--- src/rtl/uart_irq_pkg.sv ---
package uart_irq_pkg;

    // Source codes placed in identification bits 2-1
    typedef enum logic [1:0] {
        SRC_MODEM = 2'b00,
        SRC_THR   = 2'b01,
        SRC_RXD   = 2'b10,
        SRC_LINE  = 2'b11
    } irq_id_e;

    // Identification byte layout, msb first
    typedef struct packed {
        logic [1:0] fifo_state;
        logic [1:0] rsvd;
        logic       timeout;
        irq_id_e    id;
        logic       none;
    } iir_t;

    // Request vector in enable-mask bit order (bit 3 .. bit 0)
    typedef struct packed {
        logic modem;
        logic line;
        logic thr;
        logic rxd;
    } irq_vec_t;

    localparam int unsigned NUM_STICKY = 4;
    localparam int unsigned ST_LINE    = 0;
    localparam int unsigned ST_THR     = 1;
    localparam int unsigned ST_MODEM   = 2;
    localparam int unsigned ST_TMO     = 3;

    localparam int unsigned LVL_SEL0 = 1;
    localparam int unsigned LVL_SEL1 = 4;
    localparam int unsigned LVL_SEL2 = 8;
    localparam int unsigned LVL_SEL3 = 14;
    localparam int unsigned LVL_NOFIFO = 1;

    function automatic int unsigned trig_bytes(input logic [1:0] sel);
        case (sel)
            2'd0:    return LVL_SEL0;
            2'd1:    return LVL_SEL1;
            2'd2:    return LVL_SEL2;
            default: return LVL_SEL3;
        endcase
    endfunction

endpackage

--- src/rtl/uart_irq_sticky.sv ---
module uart_irq_sticky #(
    parameter int unsigned N = 4
) (
    input  logic         clk,
    input  logic         rst,
    input  logic [N-1:0] set_i,
    input  logic [N-1:0] clr_i,
    output logic [N-1:0] q_o
);
    for (genvar i = 0; i < N; i++) begin : g_bit
        logic st;
        always_ff @(posedge clk) begin
            if (rst)
                st <= 1'b0;
            else if (set_i[i])
                st <= 1'b1;
            else if (clr_i[i])
                st <= 1'b0;
        end
        assign q_o[i] = st;
    end
endmodule

--- src/rtl/uart_irq_rx_level.sv ---
module uart_irq_rx_level
    import uart_irq_pkg::*;
#(
    parameter int unsigned COUNT_W = 5
) (
    input  logic               fifo_en,
    input  logic [1:0]         trig_sel,
    input  logic [COUNT_W-1:0] rx_count,
    output logic               rx_ready
);
    localparam int unsigned LW = COUNT_W + 1;

    logic [LW-1:0] level;
    logic [LW-1:0] count_ext;

    always_comb begin
        if (fifo_en)
            level = LW'(trig_bytes(trig_sel));
        else
            level = LW'(LVL_NOFIFO);
        count_ext = {1'b0, rx_count};
        rx_ready  = (count_ext >= level);
    end
endmodule

--- src/rtl/uart_irq_prio.sv ---
module uart_irq_prio
    import uart_irq_pkg::*;
(
    input  irq_vec_t pend,
    input  logic     timeout,
    input  logic     fifo_en,
    output iir_t     iir_o,
    output logic     any_o
);
    always_comb begin
        iir_o            = '0;
        iir_o.fifo_state = {2{fifo_en}};
        iir_o.id         = SRC_MODEM;
        iir_o.none       = 1'b1;
        if (pend.line) begin
            iir_o.id   = SRC_LINE;
            iir_o.none = 1'b0;
        end else if (pend.rxd) begin
            iir_o.id      = SRC_RXD;
            iir_o.timeout = timeout;
            iir_o.none    = 1'b0;
        end else if (pend.thr) begin
            iir_o.id   = SRC_THR;
            iir_o.none = 1'b0;
        end else if (pend.modem) begin
            iir_o.id   = SRC_MODEM;
            iir_o.none = 1'b0;
        end
        any_o = |pend;
    end
endmodule

--- src/rtl/uart_irq_ident.sv ---
module uart_irq_ident
    import uart_irq_pkg::*;
#(
    parameter int unsigned COUNT_W = 5
) (
    input  logic               clk,
    input  logic               rst,
    input  logic [3:0]         ier_en,
    input  logic               mcr_out2,
    input  logic               fifo_en,
    input  logic [1:0]         trig_sel,
    input  logic [COUNT_W-1:0] rx_count,
    input  logic               line_evt,
    input  logic               thr_evt,
    input  logic               modem_evt,
    input  logic               timeout_evt,
    input  logic               rd_iir,
    input  logic               rd_lsr,
    input  logic               rd_msr,
    input  logic               rd_rbr,
    input  logic               wr_thr,
    output logic [7:0]         iir,
    output logic               irq
);
    logic [NUM_STICKY-1:0] st_set;
    logic [NUM_STICKY-1:0] st_clr;
    logic [NUM_STICKY-1:0] st_q;
    logic                  rx_ready;
    irq_vec_t              mask;
    irq_vec_t              pend;
    iir_t                  iir_s;
    logic                  any_pend;
    logic                  thr_reported;

    assign mask = irq_vec_t'(ier_en);

    uart_irq_rx_level #(.COUNT_W(COUNT_W)) u_lvl (
        .fifo_en  (fifo_en),
        .trig_sel (trig_sel),
        .rx_count (rx_count),
        .rx_ready (rx_ready)
    );

    // Transmitter empty is cleared by an ID read only when it is the one shown
    assign thr_reported = !iir_s.none && (iir_s.id == SRC_THR);

    always_comb begin
        st_set           = '0;
        st_set[ST_LINE]  = line_evt;
        st_set[ST_THR]   = thr_evt;
        st_set[ST_MODEM] = modem_evt;
        st_set[ST_TMO]   = timeout_evt;
        st_clr           = '0;
        st_clr[ST_LINE]  = rd_lsr;
        st_clr[ST_THR]   = wr_thr || (rd_iir && thr_reported);
        st_clr[ST_MODEM] = rd_msr;
        st_clr[ST_TMO]   = rd_rbr;
    end

    uart_irq_sticky #(.N(NUM_STICKY)) u_st (
        .clk   (clk),
        .rst   (rst),
        .set_i (st_set),
        .clr_i (st_clr),
        .q_o   (st_q)
    );

    always_comb begin
        pend.line  = mask.line  && st_q[ST_LINE];
        pend.rxd   = mask.rxd   && (rx_ready || st_q[ST_TMO]);
        pend.thr   = mask.thr   && st_q[ST_THR];
        pend.modem = mask.modem && st_q[ST_MODEM];
    end

    uart_irq_prio u_prio (
        .pend    (pend),
        .timeout (st_q[ST_TMO]),
        .fifo_en (fifo_en),
        .iir_o   (iir_s),
        .any_o   (any_pend)
    );

    assign iir = iir_s;
    assign irq = mcr_out2 && any_pend;
endmodule

--- config.mk ---
export PLATFORM = sky130hd
export DESIGN_NAME = uart_irq_ident
export DESIGN_NICKNAME = d
export VERILOG_FILES = /design/src/rtl/uart_irq_pkg.sv /design/src/rtl/uart_irq_sticky.sv /design/src/rtl/uart_irq_rx_level.sv /design/src/rtl/uart_irq_prio.sv /design/src/rtl/uart_irq_ident.sv
export SDC_FILE = /design/constraint.sdc
export NUM_CORES = 1
export LEC_CHECK = 0
export BUFFER_PORTS_ARGS = -buffer_cell sky130_fd_sc_hd__clkbuf_2
export CORE_AREA = 2 2 39 41
export DETAILED_ROUTE_END_ITERATION = 16
export DIE_AREA = 0 0 41 43
export PLACE_DENSITY_LB_ADDON = 0.05
export SYNTH_ARGS = -nofsm -noshare
export SYNTH_HDL_FRONTEND = slang
export SYNTH_SLANG_ARGS = --single-unit
export TNS_END_PERCENT = 100
--- constraint.sdc ---
create_clock -name clk -period 3.24 [get_ports clk]
set_input_delay 0.162 -clock clk [delete_from_list [all_inputs] [get_ports clk]]
set_output_delay 0.162 -clock clk [all_outputs]
set_load 0.005 [all_outputs]
Yosys cells after proc, flatten, opt, wreduce, memory -nomap -nowiden
Cells that the tools add are included.
Operators by class
  eq/ne operators: 3
  reductions and logical operators: 16
  magnitude comparators: 1
  multiplexer cells: 16
Operators with widths (count)
  $pmux W4 S3: 1
  $mux W1: 11
  $reduce_bool A2 Y1: 4
  $logic_and A1 B1 Y1: 7
  $mux W3: 2
  $ge A5 B4 Y1: 1
  $eq A2 B1 Y1 const B: 2
  $mux W4: 1
  $reduce_or A4 Y1: 1
  $eq A2 B2 Y1 const B: 1
  $logic_not A2 Y1: 1
  $logic_or A1 B1 Y1: 2
  $mux W2: 1
  $logic_not A1 Y1: 1
Storage, ports and cells
  register bits: 4
  word-level logic and storage cells: 40
  output and inout port bits: 9

Logic depth before layout (Yosys ltp)
Gate-level depths: netlist of the first run.
  word-level depth: 14
  mapped depth: 6

By module
Synthesis of the first run repeated with hierarchy kept, for this count alone.
Second synthesis, totals
  cell total of the unflattened synthesis: 53
  area total of the unflattened synthesis: 396.6 µm²
By module, submodules not included
  uart_irq_sticky: times used 1, cells an instance 20, sequential area each 80.1 µm², area an instance 170.2 µm²
  uart_irq_rx_level: times used 1, cells an instance 15, sequential area each 0.0 µm², area an instance 105.1 µm²
  uart_irq_prio: times used 1, cells an instance 11, sequential area each 0.0 µm², area an instance 72.6 µm²
  uart_irq_ident: times used 1, cells an instance 7, sequential area each 0.0 µm², area an instance 48.8 µm²

Worst setup path after synthesis of the first run
Ideal clock, no wire load.
  kind: input-to-output
  from: input port trig_sel[1]
  to: output port iir[0]
  stages: 6
  arrival: 1185 ps
  setup slack: 1893 ps
  data required time: 3078 ps
  cells stage by stage: o21ai_0 ha_1 nor2b_1 o21ai_1 a211oi_2 and3_1
Between the ends
  word-level cells in the longest chain between the ends: 8
RTL lines
  start: declaration: line uart_irq_ident.sv:11  | input logic [1:0] trig_sel,
  $eq A2 B2 Y1, or another cell as far along: line uart_irq_pkg.sv:41  | case (sel)
  $pmux W4 S3 (*): line uart_irq_pkg.sv:41
  $mux W4 (*): line uart_irq_rx_level.sv:17  | if (fifo_en)
  $ge A5 B4 Y1 (*): line uart_irq_rx_level.sv:22  | rx_ready = (count_ext >= level);
  $logic_or A1 B1 Y1 (*): line uart_irq_ident.sv:70  | pend.rxd = mask.rxd && (rx_ready || st_q[ST_TMO]);
  $logic_and A1 B1 Y1 (*): line uart_irq_ident.sv:70
  $mux W3 (*): line uart_irq_prio.sv:18  | end else if (pend.rxd) begin
  $mux W3 (*): line uart_irq_prio.sv:15  | if (pend.line) begin
  end: declaration: line uart_irq_ident.sv:22  | output logic [7:0] iir,
Every way passes the cells marked *; elsewhere a longest branch is shown, timed or not.

Worst setup path after layout of the first run
Same ends and word-level chain as after synthesis.

==> run metrics, run 1 <==
result of the run finished, final reports clean; required time of the worst setup path between 3 and 4 ns; Fin Hold WS around 0.14 ns; DRC violation count after routing 0; register-to-register setup slack between 2 and 2.5 ns; total power per unit cell area about 320 nW/um^2; GRT Util Overall 0.105; post-detailed-placement half-perimeter wirelength about 700 um; final period utilization 0.516; post-synthesis average cell area 7.01 um^2; largest vdd supply drop slightly below 200 uV; length of the first detailed-routing pass in iterations 2; leading cell types in the layout, fill and taps excluded clkbuf_2 (30), nand2_1 (7), inv_1 (7); final weighted congestion of routability-driven global placement 0.718; Hold Crit Depth 3; count of different cell masters after synthesis 20; Clock transition at path regs roughly 0.04 ns; Area growth syn-to-layout 47.5%; dpl cell area just under 500 um^2; multiplexer share of the synthesized area 0; violation count after the first detailed-routing iteration 3; critical path class input port to primary output; total count of hold-check failures in the final report 0; number of global-route vias before repair about 340; CTS H-Tree Depth 1; leading registers by flop count u_st.g_bit.st (4); Critical Path Start Type input port; quantity of gates resized following cts 0; Sink Count 4; Hold Crit Class input port to register; Slew Limit Fails 0; crit end category primary output; top-level port count 33; initial standard-cell utilization of the core 0.253; share of the synthesized area in compound gates (AO/OA/AOI/OAI) 0.239; average routed wire per standard cell roughly 8.0 um; max cap viols 0; count of input and output buffers 30; global-route wire length before repair around 1300 um; Seq cells post-synth 4; DRT Wirelength roughly 770 um; area fraction in and, or, nand and nor cells after synthesis 0.218; Design Area, Final between 500 and 600 um^2; final antenna diode count 0; Worst R2R Path Depth 3; root buffer selected by CTS clkbuf_4; initial antenna violation count 0; share of cells above drive strength 1 0.438; post-cts hold buffer count 0; setup repair after global routing missed its margin no; adder and majority cell fraction of the synthesized area 0.143; TritonCTS clock tree done; Gate Count Post-Synth 50; fill cell count ~150; Clock Skews just under 0.002 ns; Max Clock Freq 599 MHz; placement-stage worst setup slack ~1.5 ns; final worst path period need 1.67 ns; largest net degree at the start of global routing 7; Power Total between 150 and 200 uW; number of flip-flops under the largest register name 4; standard-cell row count 14; register with the highest flop count u_st.g_bit.st; Max Root-Sink Buffers 2; NumNets Final 110; remaining global-route overflow 0; Yosys warnings 0; Leak Pwr roughly 0.00030 uW; most common library cell in the layout ignoring fill and taps clkbuf_2; Post-Syn Area ~350 um^2; Max FO, Critical Path 4; area of the placeable core about 1400 um^2; insertion delay of the later-clocked pin in the worst-skew pair 0.23 ns; x dimension of the die around 40 um; Die Y 43 um; post-layout worst setup margin approximately 1.6 ns; Seq/Total Area, Yosys 0.229; setup_tns 0 ns; CTS Buf Count 3; number of post-CTS setup repair buffers 0; data arrival time of the worst path around 1.5 ns; fraction of synthesized cell area in xor and xnor cells 0; Final setup violation count 0; number of vias after detailed routing 399; number of nets with antenna violations after detailed routing 0; routed vias/inst 4.16; area of the die 1760 um^2; main combinational cell family by area after synthesis compound AO/OA/AOI/OAI gates
==> path summary, 6_finish.rpt <==
path | start | endpoint
worst max-delay path | trig_sel[1] | iir[0]
worst min register to register | u_st.g_bit[0].st$_SDFFE_PP0P_ | u_st.g_bit[0].st$_SDFFE_PP0P_
worst max register to register | u_st.g_bit[3].st$_SDFFE_PP0P_ | u_st.g_bit[1].st$_SDFFE_PP0P_
worst min-delay path | timeout_evt | u_st.g_bit[3].st$_SDFFE_PP0P_
==> cells in the mapped netlist, drive strengths merged <==
master,instances,area share
conb,1,0.011
nor2b,1,0.018
o31a,1,0.025
nor3b,1,0.021
inv,7,0.075
a211oi,2,0.057
a31oi,1,0.018
a31o,1,0.025
buf,4,0.086
ha,4,0.14
and2,1,0.018
nand3,1,0.014
and3,1,0.018
dfxtp,4,0.23
nand2,7,0.075
o21ai,2,0.029
a21oi,6,0.086
nor2,5,0.054
==> routing by layer <==
metal  track usage  wire [um]
met1         0.126        326
met2         0.156        392
met3        0.0157         52
met4        0.0800          0
met5             0          0
==> cells by family (layout without fill, tap and decap cells) <==
| family | count (synthesis) | count (layout) |
|---|---|---|
| AOI/OAI and AO/OA | 13 | 13 |
| other | 1 | 2 |
| adders and majority gates | 4 | 4 |
| DFF | 4 | 4 |
| buffers and inverters | 11 | 40 |
| and+or+nand+nor | 17 | 17 |
==> where the power goes <==
group / total (uW) / internal (uW) / switching (uW)
registers: 55.0 / 52.9 / 2.13
clock network: 59.8 / 41.3 / 18.5
logic: 48.1 / 26.0 / 22.1
==> through the flow <==
step | instances | utilization
floorplan | 51 | -
global placement | 93 | 0.357
detailed placement | 93 | 0.357
CTS | 96 | 0.373
global route | 96 | 0.373
finish | 96 | 0.373
==> critical path, stage by stage <==
cell and delay [ns]:
clkbuf_2 0.10, o21ai_0 0.18, ha_1 0.25, nor2b_1 0.11, o21ai_1 0.11, a211oi_2 0.30
and3_1 0.19, clkbuf_2 0.10
==> final cells by class <==
| cell class | instances | area (um^2) | share of cell area |
|---|---|---|---|
| Multi-Input combinational cell | 36 | 218 | 0.421 |
| Timing Repair Buffer | 30 | 150 | 0.291 |
| Sequential cell | 4 | 80.1 | 0.155 |
| Inverter | 7 | 26.3 | 0.0508 |
| Clock buffer | 3 | 22.5 | 0.0436 |
| Tap cell | 16 | 20.0 | 0.0387 |
Note: power is estimated with default switching activity, not from simulation.
==> run 2: changes to the inputs <==
--- a/config.mk
+++ b/config.mk
@@ -5,6 +5,7 @@
 export SDC_FILE = /design/constraint.sdc
 export NUM_CORES = 1
 export LEC_CHECK = 0
+export ABC_AREA = 1
 export BUFFER_PORTS_ARGS = -buffer_cell sky130_fd_sc_hd__clkbuf_2
 export CORE_AREA = 2 2 39 41
 export DETAILED_ROUTE_END_ITERATION = 16
==> constraint.sdc (replaced) <==
create_clock -name clk -period 1.62 [get_ports clk]
set_input_delay 0.081 -clock clk [delete_from_list [all_inputs] [get_ports clk]]
set_output_delay 0.081 -clock clk [all_outputs]
set_load 0.005 [all_outputs]
==> run metrics, run 2 <==
standard-cell row count 14 (unchanged); remaining global-route overflow 0 (unchanged); total count of hold-check failures in the final report 0 (unchanged); average routed wire per standard cell 7.26 um (-9.4%); Critical Path, Cell by Cell clkbuf_2 > nand2_1 > ha_1 > nand2_1 > inv_1 > nand3_1 > nand3_1 > nand2_2 > nand2_2 > o21ai_2 > inv_1 > clkbuf_2; post-cts hold buffer count 0 (unchanged); number of global-route vias before repair 412 (+21%); max cap viols 0 (unchanged); x dimension of the die 41 um (unchanged); final worst path period need between 1 and 1.5 ns; final standard cell utilization of the core 0.400 (+0.0262); area of the placeable core 1380 um^2 (unchanged); Area growth syn-to-layout 43.0%; power share of the combinational group 0.306 (+0.011); global-route wire length before repair 1350 um (+7.7%); Seq/Total Area, Yosys 0.207 (-0.0215); post-layout worst setup margin 0.308 ns (-1.26 ns); Max Root-Sink Buffers 2 (unchanged); Critical Path Start Type input port; result of the run finished, final reports clean; share of cells above drive strength 1 0.467 (+0.0292); leading cell types in the layout, fill and taps excluded clkbuf_2 (30), inv_1 (12), nand2_1 (11); slowest stage cell, crit path ha_1; required time of the worst setup path 1.54 ns (-1.54 ns); Power Total 330 uW (+100%); data arrival time of the worst path 1.23 ns (-0.28 ns); Max Clock Freq 762 MHz; Leak Pwr 0.000350 uW (+16%); largest vdd supply drop 269 uV (+39%); portion of total power attributed to the clock network 0.360 (-0.007); number of nets with antenna violations after detailed routing 0 (unchanged); placement-stage worst setup slack 0.281 ns (-1.27 ns); Die Y 43 um (unchanged); Gate Count Post-Synth 60 (+20%); post-synth top area cell dfxtp_1; total power per unit cell area 596 nW/um^2 (+89%); insertion delay of the later-clocked pin in the worst-skew pair 0.23 ns (about the same); NumNets Final 120 (+9.1%); register with the highest flop count u_st.g_bit.st; DRT Wirelength 770 um (unchanged); post-synthesis average cell area 6.44 um^2 (-8.0%); maximum single-stage delay on the critical path 0.28 ns (-0.02 ns); count of input and output buffers 30 (unchanged); number of vias after detailed routing 444 (+11%); initial antenna violation count 0 (unchanged); critical register-to-register path startpoint u_st.g_bit[3].st$_SDFFE_PP0P_; Final setup violation count 0 (unchanged); count of different cell masters after synthesis 16 (-20%); root buffer selected by CTS clkbuf_4; GRT Util Overall 0.115 (+0.0106); Max FO, Critical Path 6 (+2); Synth Flop Type dfxtp_1; fill cell count 171 (+13%); Buffers & Inverters on Critical Path 4 (+2); Sw Share 0.272 (+0.0102); final weighted congestion of routability-driven global placement 0.605 (-16%); length of the first detailed-routing pass in iterations 2 (unchanged); Slew Limit Fails 0 (unchanged); most common library cell in the layout ignoring fill and taps clkbuf_2; origin of the worst min-delay path timeout_evt; final antenna diode count 0 (unchanged); CTS H-Tree Depth 1 (unchanged); kind of cell adding the most delay to the critical path simple AND/OR/NAND/NOR gates; Post-Syn Area 387 um^2 (+10%); most frequent cells after synthesis inv_1 (12), nand2_1 (11), nor2_1 (7); Hold Crit Class input port to register; TritonCTS clock tree done; number of post-CTS setup repair buffers 0 (unchanged); cell with the most instances after synthesis inv_1; area of the die 1760 um^2 (unchanged); critical path class input port to primary output; sequential share of power 0.334 (-0.004); Clock Skews 0.000905 ns (-0.00108 ns); top-level port count 33 (unchanged); most area-consuming cells after synthesis dfxtp_1 (21%), ha_1 (13%), inv_1 (12%); number of flip-flops under the largest register name 4 (unchanged); leading registers by flop count u_st.g_bit.st (4); Seq cells post-synth 4 (unchanged); post-detailed-placement half-perimeter wirelength 728 um (+3.6%); violation count after the first detailed-routing iteration 1 (-2); quantity of gates resized following cts 0 (unchanged); number of enable-type register cells in the synthesized netlist 0 (unchanged); Yosys warnings 0 (unchanged); Fin Hold WS 0.0590 ns (-0.0781 ns); timing startpoint of the critical path fifo_en; routed vias/inst 4.19 (+0.78%); Clock transition at path regs 0.03 ns (about the same); area share of the leading cell type in the synthesized netlist 0.207 (-0.0215); CTS Buf Count 3 (unchanged); initial standard-cell utilization of the core 0.279 (+0.0262); Sink Count 4 (unchanged); setup repair after global routing missed its margin no; net switching power 89.8 uW (+110%); crit end category primary output; setup_tns 0 ns (unchanged); largest net degree at the start of global routing 7 (unchanged); internal portion of total power 240 uW (+100%); DRC violation count after routing 0 (unchanged); fraction of registers with async set/reset 0 (unchanged); final period utilization 0.810
==> run 2: changes by cell type after synthesis, moves of 2 or more <==
| cell | delta |
|---|---|
| nor2_1 | +2 |
| nand2_2 | +4 |
| nand3_1 | +3 |
| nand2_1 | +4 |
| a21oi_1 | -3 |
| inv_1 | +5 |
==> run 2: area by class of cell <==
cell class	count	area (um^2)	area share
Multi-Input combinational cell	41	235	0.425
Clock buffer	3	22.5	0.0407
Tap cell	16	20.0	0.0362
Inverter	12	45.0	0.0814
Timing Repair Buffer	30	150	0.271
Sequential cell	4	80.1	0.145
==> run 2: final timing paths <==
check        depth (start not counted)                            end  slack (ns)
min reg2reg                          2  u_st.g_bit[2].st$_SDFFE_PP0P_        0.50
min                                  3  u_st.g_bit[3].st$_SDFFE_PP0P_        0.06
max                                 12                            irq        0.31
max reg2reg                          6  u_st.g_bit[1].st$_SDFFE_PP0P_        0.66
==> run 2: per-layer routing <==
metal | up-vias | global-route usage | share of wire
met5 | - | 0 | 0
met4 | 0 | 0.100 | 0.013
met3 | 2 | 0.0419 | 0.078
met2 | 14 | 0.188 | 0.53
met1 | 188 | 0.102 | 0.38
li1 | 240 | - | -
==> run 2: kinds of logic (layout without fill, tap and decap cells) <==
logic type / after synthesis / count (layout) / synth area share
other: 1 / 2 / 0.00970
flip-flops: 4 / 4 / 0.207
buffers and inverters: 16 / 45 / 0.194
adder cells (fa/ha/maj): 4 / 4 / 0.129
AND/OR/NAND/NOR: 29 / 29 / 0.362
AO/OA/AOI/OAI: 6 / 6 / 0.0971
==> run 2: through the flow <==
| stage | std cells | instance area, um^2 |
|---|---|---|
| after floorplan | 61 | 390 |
| after global placement | 103 | 531 |
| final | 106 | 553 |
| after CTS | 106 | 553 |
| after detailed placement | 103 | 531 |
| after global routing | 106 | 553 |
==> run 2: power by group through the flow <==
| stage | Combinational, uW | Sequential (uW) | Clock [uW] |
|---|---|---|---|
| 5_1_grt | 118 | 111 | 137 |
| 3_5_place_dp | 103 | 112 | 0 |
| 3_3_place_gp | 103 | 111 | 0 |
| 4_1_cts | 104 | 110 | 126 |
| 2_1_floorplan | 59.0 | 111 | 0 |
| 6_report | 101 | 110 | 119 |
==> run 2: worst register-to-register path, delay by kind of cell (launching register included) <==
family / cells / cell delay [ns]
AOI/OAI and AO/OA: 1 / 0.04
DFF: 1 / 0.32
and+or+nand+nor: 5 / 0.49
==> run 3: changes to the inputs <==
==> constraint.sdc (replaced) <==
create_clock -name clk -period 1.2 [get_ports clk]
set_input_delay 0.06 -clock clk [delete_from_list [all_inputs] [get_ports clk]]
set_output_delay 0.06 -clock clk [all_outputs]
set_load 0.005 [all_outputs]
==> run metrics, run 3 (synthesized netlist as in run 2, its figures left out) <==
result of the run finished with violations; violated checks negative setup slack; setup_tns -0.0371 ns (-0.0371 ns); most common library cell in the layout ignoring fill and taps clkbuf_2; leading registers by flop count u_st.g_bit.st (4); critical register-to-register path startpoint u_st.g_bit[3].st$_SDFFE_PP0P_; Worst R2R Path Depth 6 (unchanged); max cap viols 0 (unchanged); post-layout worst setup margin -0.0371 ns (-0.346 ns); length of the first detailed-routing pass in iterations 1 (-1); total count of hold-check failures in the final report 0 (unchanged); endpoint of the most critical register-to-register path u_st.g_bit[1].st$_SDFFE_PP0P_; initial standard-cell utilization of the core 0.279 (unchanged); routed vias/inst 4.11 (-1.8%); Area growth syn-to-layout 58.9%; x dimension of the die 41 um (unchanged); DRT Wirelength 827 um (+7.4%); Critical Path Start Type input port; CTS Buf Count 3 (unchanged); largest vdd supply drop 458 uV (+70%); DRC violation count after routing 0 (unchanged); required time of the worst setup path 1.14 ns (-0.40 ns); Slew Limit Fails 0 (unchanged); share of cells above drive strength 1 0.538 (+0.0718); critical path class input port to primary output; data arrival time of the worst path 1.18 ns (-0.05 ns); setup repair after global routing missed its margin yes; final period utilization 1.03; GRT Util Overall 0.105 (-0.00990); register with the highest flop count u_st.g_bit.st; Leak Pwr 0.000369 uW (+5.4%); violation count after the first detailed-routing iteration 0 (-1); standard-cell row count 14 (unchanged); Hold Crit Class input port to register; largest net degree at the start of global routing 6 (-1); global-route wire length before repair 1240 um (-8.7%); initial antenna violation count 0 (unchanged); Hold Crit Depth 2 (-1); Max FO, Critical Path 3 (-3); crit end category primary output; remaining global-route overflow 0 (unchanged); Worst Hold Path EP u_st.g_bit[1].st$_SDFFE_PP0P_; slowest stage cell, crit path ha_1; origin of the worst min-delay path rst; number of vias after detailed routing 440 (-0.90%); number of flip-flops under the largest register name 4 (unchanged); final antenna diode count 0 (unchanged); count of input and output buffers 30 (unchanged); final worst path period need 1.24 ns; fill cell count 160 (-6.4%); Clock Skews 0.000825 ns (-0.0000796 ns); root buffer selected by CTS clkbuf_4; TritonCTS clock tree done; dpl cell area 538 um^2 (+1.4%); area of the die 1760 um^2 (unchanged); Design Area, Final 614 um^2 (+11%); insertion delay of the later-clocked pin in the worst-skew pair 0.23 ns (about the same); Max Clock Freq between 800 and 900 MHz; register-to-register setup slack 0.28 ns (-0.38 ns); post-cts hold buffer count 0 (unchanged); number of global-route vias before repair 368 (-11%); post-detailed-placement half-perimeter wirelength 723 um (-0.67%); maximum single-stage delay on the critical path 0.24 ns (-0.04 ns); number of post-CTS setup repair buffers 0 (unchanged); leading cell types in the layout, fill and taps excluded clkbuf_2 (26), inv_1 (12), nand2_1 (11); top-level port count 33 (unchanged); Max Root-Sink Buffers 2 (unchanged); final weighted congestion of routability-driven global placement 0.676 (+12%); Final setup violation count 1 (+1); area of the placeable core 1380 um^2 (unchanged); CTS H-Tree Depth 1 (unchanged); Sink Count 4 (unchanged); total power per unit cell area 768 nW/um^2 (+29%); Clock transition at path regs 0.04 ns (about the same); NumNets Final 121 (+0.83%); Critical Path, Cell by Cell buf_6 > o21ai_2 > ha_1 > inv_1 > nand2_1 > nand3_2 > nand3_2 > nand2_4 > nand2_4 > o21ai_2 > inv_1 > clkbuf_2; average routed wire per standard cell 7.73 um (+6.4%); number of nets with antenna violations after detailed routing 0 (unchanged); Die Y 43 um (unchanged)
==> run 3: cell types whose count changed in the layout (fill, tap and decap cells not counted), sizes merged <==
cell    previous run  this run
buf                0         4
clkbuf            33        30
==> run 3: per-layer routing <==
metal	track usage	up-vias	part of all wire
met2	0.169	14	0.55
met5	0	-	0
met1	0.105	186	0.38
met3	0.0157	0	0.065
li1	-	240	-
met4	0.100	0	0
==> run 3: layout make-up <==
type	instances	area (um^2)	area share
Inverter	12	45.0	0.0733
Sequential cell	4	81.3	0.132
Tap cell	16	20.0	0.0326
Multi-Input combinational cell	41	267	0.434
Clock buffer	3	22.5	0.0367
Timing Repair Buffer	31	179	0.291
==> run 3: how the worst max path moves through the flow <==
stage,cells after the start,endpoint,slack [ns],from
floorplan,10,irq,0.21,trig_sel[1]
global placement,12,irq,-0.08,trig_sel[1]
detailed placement,12,irq,-0.08,trig_sel[1]
CTS,12,irq,-0.09,trig_sel[0]
global route,7,irq,-0.12,u_st.g_bit[3].st$_SDFFE_PP0P_
finish,12,irq,-0.04,trig_sel[1]
==> run 3: where the power goes <==
| part | switching [uW] | internal (uW) | total (uW) |
|---|---|---|---|
| clock network | 51.8 | 112 | 163 |
| registers | 6.17 | 143 | 149 |
| logic | 75.9 | 82.8 | 159 |
| total | 134 | 338 | 472 |
==> run 3: repair_timing <==
item / in CTS / in global routing
endpoints found under the setup margin: 3 / 4
pin swaps: 4 / 4
gates resized for setup: 2 / 12
==> run 3: critical path: cells and delay by family <==
| family | cells | cell delay (ns) |
|---|---|---|
| AO/OA/AOI/OAI | 2 | 0.23 |
| buffers and inverters | 4 | 0.29 |
| adder cells (fa/ha/maj) | 1 | 0.24 |
| AND/OR/NAND/NOR | 5 | 0.36 |
==> run 3: metrics by stage <==
stage | power (uW) | instances | util | setup WS (ns) | hold slack (ns)
floorplan | 229 | 61 | - | 0.207 | 0.122
global placement | 291 | 104 | 0.389 | -0.0785 | 0.271
detailed placement | 292 | 104 | 0.389 | -0.0808 | 0.277
CTS | 471 | 107 | 0.414 | -0.0930 | 0.0259
global route | 507 | 107 | 0.444 | -0.117 | 0.0333
finish | 472 | 107 | 0.444 | -0.0371 | 0.0317
